### config.mk
export PLATFORM = sky130hd
export DESIGN_NAME = acq_seq_top
export DESIGN_NICKNAME = d
export VERILOG_FILES = /design/src/rtl/acq_seq_pkg.sv /design/src/rtl/acq_fifo.sv /design/src/rtl/acq_byte_join.sv /design/src/rtl/acq_pacer.sv /design/src/rtl/acq_cfg_pipe.sv /design/src/rtl/acq_seq_top.sv
export SDC_FILE = /design/constraint.sdc
export NUM_CORES = 1
export LEC_CHECK = 0
export BUFFER_PORTS_ARGS = -buffer_cell sky130_fd_sc_hd__buf_2
export CAP_MARGIN = 20
export CORE_ASPECT_RATIO = 0.9
export CORE_UTILIZATION = 25
export CTS_CLUSTER_DIAMETER = 60
export DETAILED_ROUTE_END_ITERATION = 12
export PLACE_DENSITY_LB_ADDON = 0.25
export SKIP_LAST_GASP = 1
export SLEW_MARGIN = 20
export SYNTH_ARGS = -nofsm -noshare
export SYNTH_HDL_FRONTEND = slang
export SYNTH_SLANG_ARGS = --single-unit
### constraint.sdc
create_clock -name clk -period 10.3 [get_ports clk]
set_clock_uncertainty 0.1 [all_clocks]
set_input_delay 2.06 -clock clk [delete_from_list [all_inputs] [get_ports clk]]
set_output_delay 2.06 -clock clk [all_outputs]
set_load 0.01 [all_outputs]
### src/rtl/acq_seq_pkg.sv
package acq_seq_pkg;

  localparam int REG_W   = 16;
  localparam int BUS_W   = 32;
  localparam int ADDR_W  = 8;
  localparam int CHAN_W  = 5;
  localparam int DIV_LO_W = 32;
  localparam int DIV_HI_W = 16;
  localparam int DIV_W   = DIV_LO_W + DIV_HI_W;
  localparam int WORDS_PER_DESC = 4;

  localparam logic [ADDR_W-1:0] OFS_CMD    = 8'h00;
  localparam logic [ADDR_W-1:0] OFS_SCAN   = 8'h02;
  localparam logic [ADDR_W-1:0] OFS_RESULT = 8'h04;
  localparam logic [ADDR_W-1:0] OFS_DIV_LO = 8'h08;
  localparam logic [ADDR_W-1:0] OFS_DIV_HI = 8'h0C;

  typedef enum logic [2:0] {
    CMD_NONE,
    CMD_RESET,
    CMD_LOAD_GO,
    CMD_LOAD_HALT,
    CMD_PACE_ON,
    CMD_PACE_OFF
  } cmd_e;

  typedef logic [WORDS_PER_DESC-1:0][REG_W-1:0] desc_t;

  function automatic cmd_e cmd_decode(input logic [REG_W-1:0] v);
    cmd_e c;
    case (v)
      16'h0011: c = CMD_LOAD_GO;
      16'h0010: c = CMD_LOAD_HALT;
      16'h0031: c = CMD_PACE_ON;
      16'h0030: c = CMD_PACE_OFF;
      default:  c = (v[REG_W-1:3] == '0 && v[2:0] != 3'b000) ? CMD_RESET : CMD_NONE;
    endcase
    return c;
  endfunction

  // bank select code in word3 -> channel number
  function automatic logic [CHAN_W-1:0] chan_of(input logic [1:0] low_bits,
                                                input logic [6:0] bank_code);
    logic [2:0] bank;
    logic       ok;
    ok = 1'b1;
    case (bank_code)
      7'h01:   bank = 3'd0;
      7'h02:   bank = 3'd1;
      7'h05:   bank = 3'd2;
      7'h06:   bank = 3'd3;
      7'h41:   bank = 3'd4;
      7'h42:   bank = 3'd5;
      default: begin bank = 3'd0; ok = 1'b0; end
    endcase
    return ok ? {bank, low_bits} : '0;
  endfunction

  function automatic logic is_diff(input logic [CHAN_W-1:0] ch);
    return ch < CHAN_W'(8);
  endfunction

  function automatic logic [DIV_W-1:0] pace_limit(input logic [DIV_LO_W-1:0] lo,
                                                  input logic [DIV_HI_W-1:0] hi);
    logic [DIV_W-1:0] p;
    p = {hi, lo};
    return (p == '0) ? '0 : p - DIV_W'(1);
  endfunction

  function automatic logic [REG_W-1:0] pack_status(
    input logic res_multi, input logic res_any, input logic res_ovr,
    input logic scanning,  input logic pipe_full, input logic scan_empty,
    input logic conv_busy, input logic pace_ovr);
    logic [REG_W-1:0] s;
    s = '0;
    s[0] = res_multi;
    s[1] = res_any;
    s[2] = res_ovr;
    s[3] = scanning;
    s[4] = pipe_full;
    s[5] = scan_empty;
    s[6] = conv_busy;
    s[8] = pace_ovr;
    return s;
  endfunction

endpackage

### src/rtl/acq_fifo.sv
module acq_fifo #(
  parameter int W     = 16,
  parameter int DEPTH = 8
) (
  input  logic         clk,
  input  logic         rst_n,
  input  logic         clr,
  input  logic         push,
  input  logic [W-1:0] din,
  input  logic         pop,
  output logic [W-1:0] dout,
  output logic [$clog2(DEPTH):0] count,
  output logic         full,
  output logic         empty
);
  localparam int AW = $clog2(DEPTH);

  logic [W-1:0]  mem_q [DEPTH];
  logic [AW-1:0] wp_q, rp_q;
  logic          do_push, do_pop;

  assign full    = count == (AW+1)'(DEPTH);
  assign empty   = count == '0;
  assign do_push = push && !full;
  assign do_pop  = pop && !empty;
  assign dout    = mem_q[rp_q];

  always_ff @(posedge clk) begin
    if (do_push && !clr) mem_q[wp_q] <= din;
  end

  always_ff @(posedge clk or negedge rst_n) begin
    if (!rst_n) begin
      wp_q  <= '0;
      rp_q  <= '0;
      count <= '0;
    end else if (clr) begin
      wp_q  <= '0;
      rp_q  <= '0;
      count <= '0;
    end else begin
      if (do_push) wp_q <= wp_q + AW'(1);
      if (do_pop)  rp_q <= rp_q + AW'(1);
      count <= count + (AW+1)'(do_push) - (AW+1)'(do_pop);
    end
  end

  // the owner must gate pushes when full (R9 drops samples on a full FIFO)
  p_no_overflow_r9: assert property (@(posedge clk) disable iff (!rst_n)
    (full && !clr) |-> !push);
  p_no_underflow_r11: assert property (@(posedge clk) disable iff (!rst_n)
    empty |-> !pop);

endmodule

### src/rtl/acq_byte_join.sv
module acq_byte_join #(
  parameter int BYTE_W = 8
) (
  input  logic                clk,
  input  logic                rst_n,
  input  logic                clr,
  input  logic                byte_wr,
  input  logic [BYTE_W-1:0]   byte_in,
  output logic                word_push,
  output logic [2*BYTE_W-1:0] word_out
);
  logic              hi_phase_q;
  logic [BYTE_W-1:0] low_q;

  assign word_push = byte_wr && hi_phase_q && !clr;
  assign word_out  = {byte_in, low_q};

  always_ff @(posedge clk or negedge rst_n) begin
    if (!rst_n) begin
      hi_phase_q <= 1'b0;
      low_q      <= '0;
    end else if (clr) begin
      hi_phase_q <= 1'b0;
    end else if (byte_wr) begin
      hi_phase_q <= !hi_phase_q;
      if (!hi_phase_q) low_q <= byte_in;
    end
  end

  p_pair_close_r3: assert property (@(posedge clk) disable iff (!rst_n)
    word_push |=> !hi_phase_q);
  p_pair_open_r3: assert property (@(posedge clk) disable iff (!rst_n)
    (byte_wr && !hi_phase_q && !clr) |=> (hi_phase_q && !word_push));

endmodule

### src/rtl/acq_pacer.sv
module acq_pacer
  import acq_seq_pkg::*;
(
  input  logic                clk,
  input  logic                rst_n,
  input  logic                enable,
  input  logic                restart,
  input  logic [DIV_LO_W-1:0] div_lo,
  input  logic [DIV_HI_W-1:0] div_hi,
  output logic                tick
);
  logic [DIV_W-1:0] cnt_q;
  logic [DIV_W-1:0] limit;

  assign limit = pace_limit(div_lo, div_hi);
  assign tick  = enable && !restart && (cnt_q >= limit);

  always_ff @(posedge clk or negedge rst_n) begin
    if (!rst_n)                 cnt_q <= '0;
    else if (restart || !enable) cnt_q <= '0;
    else if (tick)              cnt_q <= '0;
    else                        cnt_q <= cnt_q + DIV_W'(1);
  end

  p_tick_gap_r6: assert property (@(posedge clk) disable iff (!rst_n)
    (tick && limit != '0) |=> (!tick || limit == '0));

endmodule

### src/rtl/acq_cfg_pipe.sv
module acq_cfg_pipe
  import acq_seq_pkg::*;
(
  input  logic             clk,
  input  logic             rst_n,
  input  logic             clr,
  input  logic             run,
  input  logic             src_empty,
  input  logic [REG_W-1:0] src_word,
  input  logic             consume,
  output logic             src_pop,
  output logic             full,
  output desc_t            desc
);
  localparam int CW = $clog2(WORDS_PER_DESC);

  logic [CW-1:0] wcnt_q;
  desc_t         stage_q;

  assign src_pop = run && !src_empty && !full && !clr;
  assign desc    = stage_q;

  always_ff @(posedge clk or negedge rst_n) begin
    if (!rst_n) begin
      wcnt_q  <= '0;
      full    <= 1'b0;
      stage_q <= '0;
    end else if (clr) begin
      wcnt_q <= '0;
      full   <= 1'b0;
    end else begin
      if (consume) full <= 1'b0;
      if (src_pop) begin
        stage_q[wcnt_q] <= src_word;
        if (wcnt_q == CW'(WORDS_PER_DESC - 1)) begin
          wcnt_q <= '0;
          full   <= 1'b1;
        end else begin
          wcnt_q <= wcnt_q + CW'(1);
        end
      end
    end
  end

  p_desc_hold_r4: assert property (@(posedge clk) disable iff (!rst_n)
    (full && !consume && !clr) |=> (full && $stable(desc)));
  p_consume_full_r4: assert property (@(posedge clk) disable iff (!rst_n)
    consume |-> full);

endmodule

### src/rtl/acq_seq_top.sv
module acq_seq_top
  import acq_seq_pkg::*;
#(
  parameter int SCAN_DEPTH = 16,
  parameter int RES_DEPTH  = 8
) (
  input  logic              clk,
  input  logic              rst_n,
  input  logic [ADDR_W-1:0] host_addr,
  input  logic              host_wr,
  input  logic              host_rd,
  input  logic [BUS_W-1:0]  host_wdata,
  output logic [REG_W-1:0]  host_rdata,
  output logic              adc_req,
  output logic [CHAN_W-1:0] adc_chan,
  output logic              adc_diff,
  input  logic              adc_ack,
  input  logic [REG_W-1:0]  adc_data
);
  localparam int SCAN_CW = $clog2(SCAN_DEPTH) + 1;
  localparam int RES_CW  = $clog2(RES_DEPTH) + 1;

  // ---------------- command decode ----------------
  cmd_e cmd;
  logic cmd_wr, clr_scan, clr_res, clr_pipe;
  logic go_load, halt_load, pace_on, pace_off;

  assign cmd       = cmd_decode(host_wdata[REG_W-1:0]);
  assign cmd_wr    = host_wr && host_addr == OFS_CMD;
  assign clr_pipe  = cmd_wr && cmd == CMD_RESET && host_wdata[0];
  assign clr_res   = cmd_wr && cmd == CMD_RESET && host_wdata[1];
  assign clr_scan  = cmd_wr && cmd == CMD_RESET && host_wdata[2];
  assign go_load   = cmd_wr && cmd == CMD_LOAD_GO;
  assign halt_load = cmd_wr && cmd == CMD_LOAD_HALT;
  assign pace_on   = cmd_wr && cmd == CMD_PACE_ON;
  assign pace_off  = cmd_wr && cmd == CMD_PACE_OFF;

  // ---------------- scan-list path ----------------
  logic             word_push;
  logic [REG_W-1:0] word_val;
  logic             scan_pop, scan_full, scan_empty;
  logic [REG_W-1:0] scan_word;
  logic [SCAN_CW-1:0] scan_cnt;

  acq_byte_join #(.BYTE_W(REG_W/2)) u_join (
    .clk(clk), .rst_n(rst_n), .clr(clr_scan),
    .byte_wr(host_wr && host_addr == OFS_SCAN),
    .byte_in(host_wdata[REG_W/2-1:0]),
    .word_push(word_push), .word_out(word_val));

  acq_fifo #(.W(REG_W), .DEPTH(SCAN_DEPTH)) u_scan_fifo (
    .clk(clk), .rst_n(rst_n), .clr(clr_scan),
    .push(word_push && !scan_full), .din(word_val),
    .pop(scan_pop), .dout(scan_word), .count(scan_cnt),
    .full(scan_full), .empty(scan_empty));

  // ---------------- configuration pipe ----------------
  logic  load_run_q;
  logic  pipe_full, conv_start;
  desc_t pipe_desc;

  acq_cfg_pipe u_pipe (
    .clk(clk), .rst_n(rst_n), .clr(clr_pipe), .run(load_run_q),
    .src_empty(scan_empty), .src_word(scan_word), .consume(conv_start),
    .src_pop(scan_pop), .full(pipe_full), .desc(pipe_desc));

  // ---------------- pacer ----------------
  logic                pace_en_q, tick;
  logic [DIV_LO_W-1:0] div_lo_q;
  logic [DIV_HI_W-1:0] div_hi_q;

  acq_pacer u_pacer (
    .clk(clk), .rst_n(rst_n), .enable(pace_en_q), .restart(pace_on),
    .div_lo(div_lo_q), .div_hi(div_hi_q), .tick(tick));

  // ---------------- conversion engine ----------------
  logic scan_armed_q, busy_q, cur_last_q;
  logic res_ovr_q, pace_ovr_q;
  logic conv_done, res_push, res_drop, res_pop;
  logic [CHAN_W-1:0]  cur_chan_q;
  logic [REG_W-1:0]   res_word;
  logic [RES_CW-1:0]  res_cnt;
  logic               res_full, res_empty;

  assign conv_start = tick && scan_armed_q && pipe_full && !busy_q && !clr_pipe;
  assign conv_done  = busy_q && adc_ack && !clr_pipe;
  assign res_push   = conv_done && !res_full;
  assign res_drop   = conv_done && res_full;
  assign res_pop    = host_rd && host_addr == OFS_RESULT && !res_empty;

  acq_fifo #(.W(REG_W), .DEPTH(RES_DEPTH)) u_res_fifo (
    .clk(clk), .rst_n(rst_n), .clr(clr_res),
    .push(res_push), .din(adc_data),
    .pop(res_pop), .dout(res_word), .count(res_cnt),
    .full(res_full), .empty(res_empty));

  always_ff @(posedge clk or negedge rst_n) begin
    if (!rst_n) begin
      load_run_q   <= 1'b0;
      pace_en_q    <= 1'b0;
      scan_armed_q <= 1'b0;
      busy_q       <= 1'b0;
      cur_chan_q   <= '0;
      cur_last_q   <= 1'b0;
      res_ovr_q    <= 1'b0;
      pace_ovr_q   <= 1'b0;
      div_lo_q     <= '0;
      div_hi_q     <= '0;
    end else begin
      if (go_load)        load_run_q <= 1'b1;
      else if (halt_load) load_run_q <= 1'b0;

      if (pace_on)       pace_en_q <= 1'b1;
      else if (pace_off) pace_en_q <= 1'b0;

      if (clr_pipe)                     scan_armed_q <= 1'b0;
      else if (pace_on)                 scan_armed_q <= 1'b1;
      else if (pace_off)                scan_armed_q <= 1'b0;
      else if (conv_done && cur_last_q) scan_armed_q <= 1'b0;

      if (clr_pipe)        busy_q <= 1'b0;
      else if (conv_start) busy_q <= 1'b1;
      else if (conv_done)  busy_q <= 1'b0;

      if (conv_start) begin
        cur_chan_q <= chan_of(pipe_desc[2][7:6], pipe_desc[3][6:0]);
        cur_last_q <= pipe_desc[1][2];
      end

      if (clr_res)       res_ovr_q <= 1'b0;
      else if (res_drop) res_ovr_q <= 1'b1;

      if (clr_pipe)            pace_ovr_q <= 1'b0;
      else if (tick && busy_q) pace_ovr_q <= 1'b1;

      if (host_wr && host_addr == OFS_DIV_LO) div_lo_q <= host_wdata;
      if (host_wr && host_addr == OFS_DIV_HI) div_hi_q <= host_wdata[DIV_HI_W-1:0];
    end
  end

  assign adc_req  = busy_q;
  assign adc_chan = cur_chan_q;
  assign adc_diff = is_diff(cur_chan_q);

  // ---------------- host read ----------------
  logic [REG_W-1:0] status;
  assign status = pack_status(res_cnt > RES_CW'(1), !res_empty, res_ovr_q,
                              scan_armed_q, pipe_full, scan_empty, busy_q, pace_ovr_q);

  always_comb begin
    case (host_addr)
      OFS_CMD:    host_rdata = status;
      OFS_RESULT: host_rdata = res_empty ? '0 : res_word;
      default:    host_rdata = '0;
    endcase
  end

  // ---------------- assertions ----------------
  p_ignore_cmd_r1: assert property (@(posedge clk) disable iff (!rst_n)
    (cmd_wr && cmd == CMD_NONE) |=> ($stable(load_run_q) && $stable(pace_en_q)));
  p_pipe_abort_r2: assert property (@(posedge clk) disable iff (!rst_n)
    clr_pipe |=> (!adc_req && !scan_armed_q && !pipe_full && !pace_ovr_q));
  p_req_hold_r7: assert property (@(posedge clk) disable iff (!rst_n)
    (adc_req && !adc_ack && !clr_pipe) |=> (adc_req && $stable(adc_chan)));
  p_last_stops_r8: assert property (@(posedge clk) disable iff (!rst_n)
    (conv_done && cur_last_q && !pace_on) |=> !scan_armed_q);
  p_ovr_sticky_r9: assert property (@(posedge clk) disable iff (!rst_n)
    (res_ovr_q && !clr_res) |=> res_ovr_q);
  p_drop_flags_r9: assert property (@(posedge clk) disable iff (!rst_n)
    (adc_req && adc_ack && res_full && !clr_res && !clr_pipe) |=> res_ovr_q);
  p_tick_busy_r10: assert property (@(posedge clk) disable iff (!rst_n)
    (tick && adc_req && !clr_pipe) |=> pace_ovr_q);
  p_pace_ovr_sticky_r10: assert property (@(posedge clk) disable iff (!rst_n)
    (pace_ovr_q && !clr_pipe) |=> pace_ovr_q);

endmodule

==> impl_metrics.env <==
export IMPL_fin_area_sq_mm=0.02255
export IMPL_path_common_cell="buf_2"
export IMPL_portBuffers=83
export IMPL_cap_viol_max_count=0
export IMPL_fin_crit_sh=0.6145
export IMPL_dp_hpwl_um=31630
export IMPL_power_density_mw_per_mm2=181.2
export IMPL_cp_required_ns=8.14
export IMPL_async_flop_share=0.3741
export IMPL_cts_resized=0
export IMPL_crit_type="in -> out"
export IMPL_routed_wl_um=46690
export IMPL_insertion_delay_ns=0.58
export IMPL_synth_seq_area_share=0.6035
export IMPL_coreArea_sq_mm=0.07512
export IMPL_r2r_slack_ns=4.60
export IMPL_rr_endpoint="adc_chan[2]"
export IMPL_rr_startpoint="div_lo_q[5]"
export IMPL_vias=11300
export IMPL_initial_utilization=0.2540
export IMPL_cts_sinks=409
export IMPL_synthesis_nets=1487
export IMPL_die_y_um=264.1
export IMPL_hold_class="reg -> reg"
export IMPL_clockBufferDepth=3
export IMPL_worstPathArrival_ns=4.17
export IMPL_clockRootBuffer="clkbuf_16"
export IMPL_grt_pass1_vias=11610
export IMPL_gp_congestion=0.7738
export IMPL_syn_area_per_cell_sq_um=14.12
export IMPL_cpPeakStageDelay_ns=0.58
export IMPL_max_freq_ghz=0.1580
export IMPL_area_growth_synth_to_final_pct=18.19
export IMPL_numCtsBuffers=48
export IMPL_regArea_sq_mm=0.01152
export IMPL_p_leak_nw=8.785
export IMPL_postCtsSetupRepairBufs=0
export IMPL_htree_num_levels=2
export IMPL_finalCriticalPeriod_ns=6.329
export IMPL_critPathSlowestCell="nand3_1"
export IMPL_synthCells=1351
export IMPL_status="finished clean"
export IMPL_syn_area_sq_mm=0.01908
export IMPL_tns_ns=0
export IMPL_row_count=95
export IMPL_ys_types=70
export IMPL_grt_ovfl_total=0
export IMPL_drc=0
export IMPL_rsz0062_at_grt="false"
export IMPL_ys_ff_latch=409
export IMPL_endpoint_kind="output pin"
export IMPL_wl_per_cell_um=18.50
export IMPL_fp_dieW_um=293.2
export IMPL_yosysWarnings=0
export IMPL_synth_ff_type="edfxtp_1"
export IMPL_antenna_found_initial=16
export IMPL_hold_end="u_pacer.cnt_q[0]"
export IMPL_io_pins=84
export IMPL_hold_buffers=0
export IMPL_path_cells="buf_2, or4_1, nor3_1, nand3_1, o21ai_0, buf_2"
export IMPL_critPathMaxFanout=15
export IMPL_via_per_inst=4.477
export IMPL_slew_headroom=0.3840
export IMPL_vdd_drop_max_mv=0.1289
export IMPL_ant_nets=0
export IMPL_nFillCells=7603
export IMPL_final_hold_violation_count=0
export IMPL_worst_setup_path_start_kind="primary input"
export IMPL_cts_tree="yes"
export IMPL_synth_enable_flop_cells=256
export IMPL_grt_pass1_wl_um=71990
export IMPL_clk_pin_slew_ns=0.06
export IMPL_drive_above_1_share=0.2272
export IMPL_first_pass_iters=5
export IMPL_nNetsFinal=1602
export IMPL_drv_slew=0
export IMPL_die_area_sq_mm=0.07744
export IMPL_grt_max_degree=90
export IMPL_r2r_cells=16
export IMPL_dpl_cell_area_sq_mm=0.02081
export IMPL_min_path_cells=1
export IMPL_drtIter0Drc=841
export IMPL_setup_violations=0
export IMPL_final_util=0.3002
export IMPL_multi_input_area_sq_mm=0.007296
export IMPL_hp_start="u_pacer.cnt_q[0]"
export IMPL_grtUsageTotal=0.1219
export IMPL_tightest_slew_ns=0.9206
-- report_power, final --
group	internal (W)	switching (W)	total (W)
clock network	0.00115	0.000701	0.00185
registers	0.00177	0.0000274	0.00179
logic	0.000184	0.000261	0.000444
total	0.00310	0.000989	0.00409
-- layout make-up --
cell class | instances | share of cell area
sequential | 409 | 0.5107
multi-input combinational | 868 | 0.3235
clock buffer | 60 | 0.06080
tap | 1018 | 0.05648
timing repair buffer | 104 | 0.02602
clock inverter | 29 | 0.01653
inverter | 35 | 0.005825
antenna | 1 | 0.0001110
-- critical path: cells and delay by family --
family          cells  cell delay (ns)
simple gates        3             1.48
compound gates      1             0.35
buf+inv             2             0.28
-- cells in the mapped netlist, drive strengths merged, types with 3 or more instances --
cell / instances / area share
and2: 24 / 0.0079
o22ai: 3 / 0.00098
and4: 4 / 0.0018
nand4: 26 / 0.0085
nor3b: 5 / 0.0022
a211oi: 4 / 0.0016
dfrtp: 153 / 0.20
xor2: 63 / 0.029
nor2b: 8 / 0.0026
mux2: 69 / 0.041
nor4: 27 / 0.015
buf: 16 / 0.0035
nand3: 33 / 0.0087
xnor2: 40 / 0.018
or4: 10 / 0.0045
a21oi: 34 / 0.0089
or3: 4 / 0.0013
ha: 73 / 0.048
o21ai: 19 / 0.0050
nor3: 17 / 0.0053
and3: 12 / 0.0039
mux2i: 27 / 0.014
mux4: 66 / 0.078
edfxtp: 256 / 0.40
clkbuf: 23 / 0.0045
a21o: 10 / 0.0039
nor2: 132 / 0.026
nand2b: 10 / 0.0033
nand2: 112 / 0.023
inv: 34 / 0.0067
-- per-layer routing --
metal / routed length, um / track usage
met1: 22760 / 0.1778
met2: 20130 / 0.1786
met3: 2801 / 0.02961
met4: 896 / 0.03322
met5: 103 / 0
-- how the worst max path moves through the flow --
stage	startpoint	to	slack [ns]	cells past startpoint
after detailed placement	host_addr[5]	host_rdata[5]	3.88	6
after global routing	host_addr[5]	host_rdata[2]	3.67	6
after floorplan	host_addr[5]	host_rdata[3]	4.60	5
after CTS	host_addr[5]	host_rdata[5]	3.88	6
after global placement	host_addr[5]	host_rdata[4]	3.99	6
final	host_addr[5]	host_rdata[4]	3.97	6
-- layout by cell type, fill, tap and decap left out, types with 34 or more instances in the layout --
cell type | Yosys | routed
a21oi_1 | 34 | 34
buf_2 | 6 | 82
clkbuf_16 | 0 | 52
dfrtp_1 | 153 | 151
edfxtp_1 | 256 | 256
ha_1 | 73 | 73
inv_1 | 34 | 34
mux2_2 | 66 | 66
mux4_2 | 66 | 66
nand2_1 | 110 | 110
nor2_1 | 131 | 131
xnor2_1 | 40 | 40
xor2_1 | 63 | 63
-- kinds of logic (layout without fill, tap and decap cells) --
family	after synthesis	in the layout	synth area share
other cells	0	1	0
xor+xnor	103	103	0.04728
simple gates	434	434	0.1200
fa+ha+maj	75	75	0.04996
buf+inv	74	228	0.01495
mux	162	162	0.1328
flops	409	409	0.6035
compound gates	94	94	0.03154
-- metrics by stage --
step	std cells	hold WS, ns	setup WS [ns]	power, W
final	2524	0.3739	3.971	0.004087
after global routing	2523	0.4112	3.675	0.004262
after CTS	2523	0.3803	3.880	0.004148
after detailed placement	2434	0.3722	3.880	0.002274
after global placement	2432	0.3701	3.986	0.002260
after floorplan	1351	0.3461	4.603	0.002145
-- sequential cells by signal, indices dropped and copies added, names as in the netlist, 5 cells and up --
signal,count
adc_chan,5
div_hi_q,16
div_lo_q,32
u_join.low_q,8
u_pacer.cnt_q,48
u_pipe.desc,10
u_res_fifo.mem_q,128
u_scan_fifo.count,5
u_scan_fifo.mem_q,128
No activity file was read; power rests on OpenSTA's default activity.
